## src/rtl/nth_sampler_pkg.sv

```systemverilog
package nth_sampler_pkg;
  localparam int DEF_ADDR_W     = 32;
  localparam int DEF_TAG_W      = 8;
  localparam int DEF_LAST_COUNT = 9;

  function automatic int count_width(input int last);
    return (last < 1) ? 1 : $clog2(last + 1);
  endfunction
endpackage

```

## src/rtl/sampler_count_stage.sv

```systemverilog
module sampler_count_stage #(
  parameter int ADDR_W     = 32,
  parameter int TAG_W      = 8,
  parameter int LAST_COUNT = 9,
  localparam int CNT_W     = nth_sampler_pkg::count_width(LAST_COUNT)
) (
  input  logic              clk,
  input  logic              rst,
  input  logic              in_valid,
  input  logic [ADDR_W-1:0] in_src,
  input  logic [TAG_W-1:0]  in_tag,
  output logic              s1_valid,
  output logic [ADDR_W-1:0] s1_src,
  output logic [TAG_W-1:0]  s1_tag,
  output logic              s1_hit,
  output logic [CNT_W-1:0]  s1_old
);
  localparam logic [CNT_W-1:0] LAST_C = CNT_W'(LAST_COUNT);

  logic [CNT_W-1:0] count_q;
  logic             hit_now;
  logic [CNT_W-1:0] count_next;

  // Read, compare and write back happen in one cycle so that the next packet
  // always sees the updated count.
  always_comb begin
    hit_now    = (count_q == LAST_C);
    count_next = count_q;
    if (in_valid) count_next = hit_now ? '0 : count_q + 1'b1;
  end

  always_ff @(posedge clk) begin
    if (rst) begin
      count_q  <= '0;
      s1_valid <= 1'b0;
      s1_src   <= '0;
      s1_tag   <= '0;
      s1_hit   <= 1'b0;
      s1_old   <= '0;
    end else begin
      count_q  <= count_next;
      s1_valid <= in_valid;
      s1_src   <= in_src;
      s1_tag   <= in_tag;
      s1_hit   <= in_valid & hit_now;
      s1_old   <= count_q;
    end
  end

  // an idle cycle leaves the counter alone
  a_r4_idle_hold: assert property (@(posedge clk) disable iff (rst)
    !in_valid |=> count_q == $past(count_q));
  // a valid packet at the last count wraps the counter
  a_r2_wrap: assert property (@(posedge clk) disable iff (rst)
    (in_valid && count_q == LAST_C) |=> count_q == '0);
  // any other valid packet advances the counter by one
  a_r3_step: assert property (@(posedge clk) disable iff (rst)
    (in_valid && count_q != LAST_C) |=> count_q == $past(count_q) + 1'b1);
  // the counter never leaves the period range
  a_r1_range: assert property (@(posedge clk) disable iff (rst)
    count_q <= LAST_C);
endmodule

```

## src/rtl/sampler_select_stage.sv

```systemverilog
module sampler_select_stage #(
  parameter int ADDR_W = 32,
  parameter int TAG_W  = 8
) (
  input  logic              clk,
  input  logic              rst,
  input  logic              s1_valid,
  input  logic [ADDR_W-1:0] s1_src,
  input  logic [TAG_W-1:0]  s1_tag,
  input  logic              s1_hit,
  output logic              out_valid,
  output logic [ADDR_W-1:0] out_src,
  output logic [TAG_W-1:0]  out_tag,
  output logic [ADDR_W-1:0] out_sample
);
  always_ff @(posedge clk) begin
    if (rst) begin
      out_valid  <= 1'b0;
      out_src    <= '0;
      out_tag    <= '0;
      out_sample <= '0;
    end else begin
      out_valid  <= s1_valid;
      out_src    <= s1_src;
      out_tag    <= s1_tag;
      out_sample <= (s1_valid && s1_hit) ? s1_src : '0;
    end
  end

  // valid moves forward one cycle in this stage
  a_r5_valid_follow: assert property (@(posedge clk) disable iff (rst)
    s1_valid |=> out_valid);
  // an idle slot gives a quiet output
  a_r4_quiet: assert property (@(posedge clk) disable iff (rst)
    !s1_valid |=> (!out_valid && out_sample == '0));
  // a flagged packet carries its source address as the sample
  a_r2_sample: assert property (@(posedge clk) disable iff (rst)
    (s1_valid && s1_hit) |=> out_sample == $past(s1_src));
  // an unflagged packet carries a zero sample
  a_r3_zero: assert property (@(posedge clk) disable iff (rst)
    !s1_hit |=> out_sample == '0);
endmodule

```

## src/rtl/nth_sampler_pipe.sv

```systemverilog
module nth_sampler_pipe #(
  parameter int ADDR_W     = nth_sampler_pkg::DEF_ADDR_W,
  parameter int TAG_W      = nth_sampler_pkg::DEF_TAG_W,
  parameter int LAST_COUNT = nth_sampler_pkg::DEF_LAST_COUNT
) (
  input  logic              clk,
  input  logic              rst,
  input  logic              in_valid,
  input  logic [ADDR_W-1:0] in_src,
  input  logic [TAG_W-1:0]  in_tag,
  output logic              out_valid,
  output logic [ADDR_W-1:0] out_src,
  output logic [TAG_W-1:0]  out_tag,
  output logic [ADDR_W-1:0] out_sample
);
  localparam int CNT_W = nth_sampler_pkg::count_width(LAST_COUNT);

  logic              s1_valid;
  logic [ADDR_W-1:0] s1_src;
  logic [TAG_W-1:0]  s1_tag;
  logic              s1_hit;
  logic [CNT_W-1:0]  s1_old;

  sampler_count_stage #(
    .ADDR_W(ADDR_W), .TAG_W(TAG_W), .LAST_COUNT(LAST_COUNT)
  ) u_count (
    .clk(clk), .rst(rst),
    .in_valid(in_valid), .in_src(in_src), .in_tag(in_tag),
    .s1_valid(s1_valid), .s1_src(s1_src), .s1_tag(s1_tag),
    .s1_hit(s1_hit), .s1_old(s1_old)
  );

  sampler_select_stage #(
    .ADDR_W(ADDR_W), .TAG_W(TAG_W)
  ) u_select (
    .clk(clk), .rst(rst),
    .s1_valid(s1_valid), .s1_src(s1_src), .s1_tag(s1_tag), .s1_hit(s1_hit),
    .out_valid(out_valid), .out_src(out_src), .out_tag(out_tag),
    .out_sample(out_sample)
  );

  // the carried old count agrees with the flag it travels with
  a_r2_meta: assert property (@(posedge clk) disable iff (rst)
    (s1_valid && s1_hit) |-> s1_old == CNT_W'(LAST_COUNT));
endmodule

```

## config.mk

```make
export PLATFORM = sky130hd
export DESIGN_NAME = nth_sampler_pipe
export DESIGN_NICKNAME = d
export VERILOG_FILES = /design/src/rtl/nth_sampler_pkg.sv /design/src/rtl/sampler_count_stage.sv /design/src/rtl/sampler_select_stage.sv /design/src/rtl/nth_sampler_pipe.sv
export SDC_FILE = /design/constraint.sdc
export NUM_CORES = 1
export LEC_CHECK = 0
export ABC_AREA = 1
export ABC_CLOCK_PERIOD_IN_PS = 800
export BUFFER_PORTS_ARGS = -buffer_cell sky130_fd_sc_hd__buf_2
export CELL_PAD_IN_SITES_DETAIL_PLACEMENT = 1
export CELL_PAD_IN_SITES_GLOBAL_PLACEMENT = 1
export CORE_MARGIN = 2
export CORE_UTILIZATION = 33
export CTS_BUF_LIST = sky130_fd_sc_hd__clkbuf_16
export DETAILED_ROUTE_END_ITERATION = 10
export PLACE_DENSITY = 0.71
export SLEW_MARGIN = 0
export SYNTH_ARGS = -nofsm -noshare
export SYNTH_HDL_FRONTEND = slang
export SYNTH_SLANG_ARGS = --single-unit
```

## constraint.sdc

```tcl
create_clock -name clk -period 0.8 [get_ports clk]
set_input_delay 0.08 -clock clk [delete_from_list [all_inputs] [get_ports clk]]
set_output_delay 0.08 -clock clk [all_outputs]
set_load 0.05 [all_outputs]
```

==> impl_metrics.ini <==
[outcome]
outcome = finished, violations left
violations = negative hold slack, negative setup slack

[global_routing]
grt_antenna_before_repair = 2
met3_usage = 0.0413
grt_overflow_total = 0
use_met1 = 0.173
grt-busiest-layer = met2
grt_pass1_wl_um = 14700
grt.total_usage = 0.171
grt_util_met2 = 0.329
grt_max_degree = 32
grt_pass1_vias = 3016

[setup_path]
crit_chain = buf_8
crit_buf_inv = 1
path_delay_family = flip-flops
r2r-start = u_count.s1_valid$_SDFF_PP0_
worst-r2r-cell-count = 5
criticalPathCategory = flop to primary output
crit_required_ps = 720
rrSetupSlack_ps = -160
worstReg2RegEnd = u_select.out_sample[15]$_SDFF_PP0_
cp.arrival_ps = 890
worstSetupEndpointType = primary output
cp_max_fo = 1
crit_slowest_cell = dfxtp_2
critPathMaxStageDelay_ps = 350
cp-start-kind = flop

[clock_tree]
htreeDepth = 4
clk_pin_slew_ps = 60
clk-insertion-delay-late_ps = 390
numCtsBuffers = 17
cts_tree = built
cts.sinks = 119
clockBufferDepth = 2
cts_hold_buffers = 42
clock_tree.root_cell = clkbuf_16

[power_and_ir_drop]
pwr_density_cell_nw_per_um2 = 2450
irDropWorstVdd_mv = 1.43
power_frac_comb = 0.078
power_switching_w = 0.00341
seqPwrFrac = 0.410
p_sw_frac = 0.224
internal_power_w = 0.0118
p_clk_frac = 0.512
leakagePower_nw = 2.84

[die]
die-area_um2 = 11400
initial_utilization = 0.338
die_h_um = 107
core_region_area_um2 = 10300
num_rows = 37
die_w_um = 107
ios = 116

[synthesis]
synth_most_common_cell = dfxtp_1
ys_warn_count = 0
synth-edff-count = 0
yosysTopAreaCell = dfxtp_1
synth_top_area_share = 0.685
seq_area_frac_synth = 0.685
yosys-top-cells-count = dfxtp_1, nor2_1, inv_1
synth_seq_cells = 119
async_reset_ff_frac = 0
synth_cells = 352
ys.flop_type = dfxtp_1
synth.cell_area_um2 = 3480
syn_avg_cell_area_um2 = 9.87
synthTopCellsByArea = dfxtp_1, nor2_1, inv_1
synth_cell_type_count = 15
synth_nets = 395

[routing]
drc = 0
vias = 2723
drtIter0Drc = 64
via_per_inst = 4.01
dr.pass1.iters = 2
drt-total-wl_um = 9770
routedWlPerCell_um = 14.4
antenna_left = 0

[timing]
hold_slack_ps = -45.3
drv_slew = 0
fmax_ghz = 1.03
setup_viol = 106
worst_slack_ps = -172
skew_ps = 10.1
worst_pin_slew_ps = 329
rsz0062_at_grt = yes
maxSlewHeadroom = 0.781
min_period_ps = 972
hold_viol = 1
min_period_over_period = 1.21

[layout]
finish.instance_area_um2 = 6210
multiInputGateArea_um2 = 782
drive_gt1_frac = 0.505
regArea_um2 = 2480
fill_cells = 1070
nets = 571
syn_to_final_growth_pct = 78.8

[place]
dp_slack_ps = -87.7
place_congestion = 0.689
dpl_cell_area_um2 = 4220
port-buffer-count = 115
dpl.hpwl_um = 5190

[flow_run]
maxCapViolCount = 0

[hold_path]
hold_end = u_select.out_valid$_SDFF_PP0_
hold_path_class = input pin to flop
hp-start = rst
hold_path_depth = 2
[layout make-up]
cell class / count / area share
Sequential cell: 119 / 0.400
Inverter: 87 / 0.0530
Tap cell: 136 / 0.0274
Timing Repair Buffer: 169 / 0.295
Clock buffer: 17 / 0.0685
Antenna cell: 2 / 0.000805
Multi-Input combinational cell: 134 / 0.126
Clock inverter: 15 / 0.0296
[flip-flops by register name (all words and copies together) (netlist names)]
register and cells:
u_count.s1_valid 1, u_select.out_tag 8, u_select.out_valid 1, u_count.count_q 4
u_count.s1_tag 8, u_count.s1_hit 1, u_select.out_sample 32, u_count.s1_src 32
u_select.out_src 32
[power groups by stage]
stage	logic, W	registers, W	clock network, W
after floorplan	0.000277	0.00660	0
after CTS	0.00112	0.00624	0.00789
after global routing	0.00128	0.00626	0.00827
after global placement	0.000804	0.00631	0
after detailed placement	0.000823	0.00632	0
final	0.00119	0.00625	0.00780
[stage by stage]
step / total power (W) / instances / utilization / TNS (ps)
floorplan: 0.00687 / 352 / - / 0
global placement: 0.00711 / 600 / 0.410 / -1570
detailed placement: 0.00714 / 600 / 0.410 / -2480
CTS: 0.0153 / 675 / 0.582 / -13830
global route: 0.0158 / 679 / 0.605 / -17930
finish: 0.0152 / 679 / 0.605 / -14760
[logic make-up (layout without fill, tap and decap cells)]
group	count (synthesis)	count (layout)	synth area share
AO/OA/AOI/OAI	4	4	0.00576
buffers and inverters	99	288	0.125
flip-flops	119	119	0.685
other	0	2	0
AND/OR/NAND/NOR	130	130	0.184
[worst max path at each step]
stage	from	to	slack [ps]	depth (start not counted)
floorplan	u_count.count_q[0]$_SDFFE_PP0P_	u_count.count_q[3]$_SDFFE_PP0P_	2	5
global placement	u_count.s1_valid$_SDFF_PP0_	u_select.out_sample[10]$_SDFF_PP0_	-70	5
detailed placement	u_count.s1_valid$_SDFF_PP0_	u_select.out_sample[10]$_SDFF_PP0_	-90	5
CTS	u_select.out_src[16]$_SDFF_PP0_	out_src[16]	-180	1
global route	u_select.out_sample[28]$_SDFF_PP0_	out_sample[28]	-200	1
finish	u_select.out_sample[28]$_SDFF_PP0_	out_sample[28]	-170	1
[layout by cell type (no fill, tap or decap), types with 4 or more instances in the layout]
| cell | count |
|---|---|
| dfxtp_1 | 41 |
| nand2_1 | 5 |
| nor2_4 | 30 |
| buf_2 | 42 |
| bufinv_16 | 4 |
| clkinv_1 | 4 |
| dfxtp_2 | 76 |
| buf_8 | 55 |
| inv_1 | 85 |
| buf_4 | 4 |
| nor2_1 | 85 |
| clkbuf_16 | 19 |
| nor2_2 | 4 |
| dlygate4sd3_1 | 42 |
| buf_6 | 21 |
[per-layer routing]
metal  vias to the layer above  part of all wire
met5                         -                 0
met3                        11             0.033
li1                       1340                 -
met2                        75              0.60
met1                      1297              0.36
met4                         0             0.014
[repair_timing]
action | 4_1_cts | 5_1_grt
pin swaps | 3 | 5
gates cloned | 0 | 2
endpoints found under the hold margin | 42 | 1
buffers inserted | 1 | 0
setup endpoints to repair | 109 | 108
resized for setup | 273 | 43
Note: power is estimated with default switching activity, not from simulation.
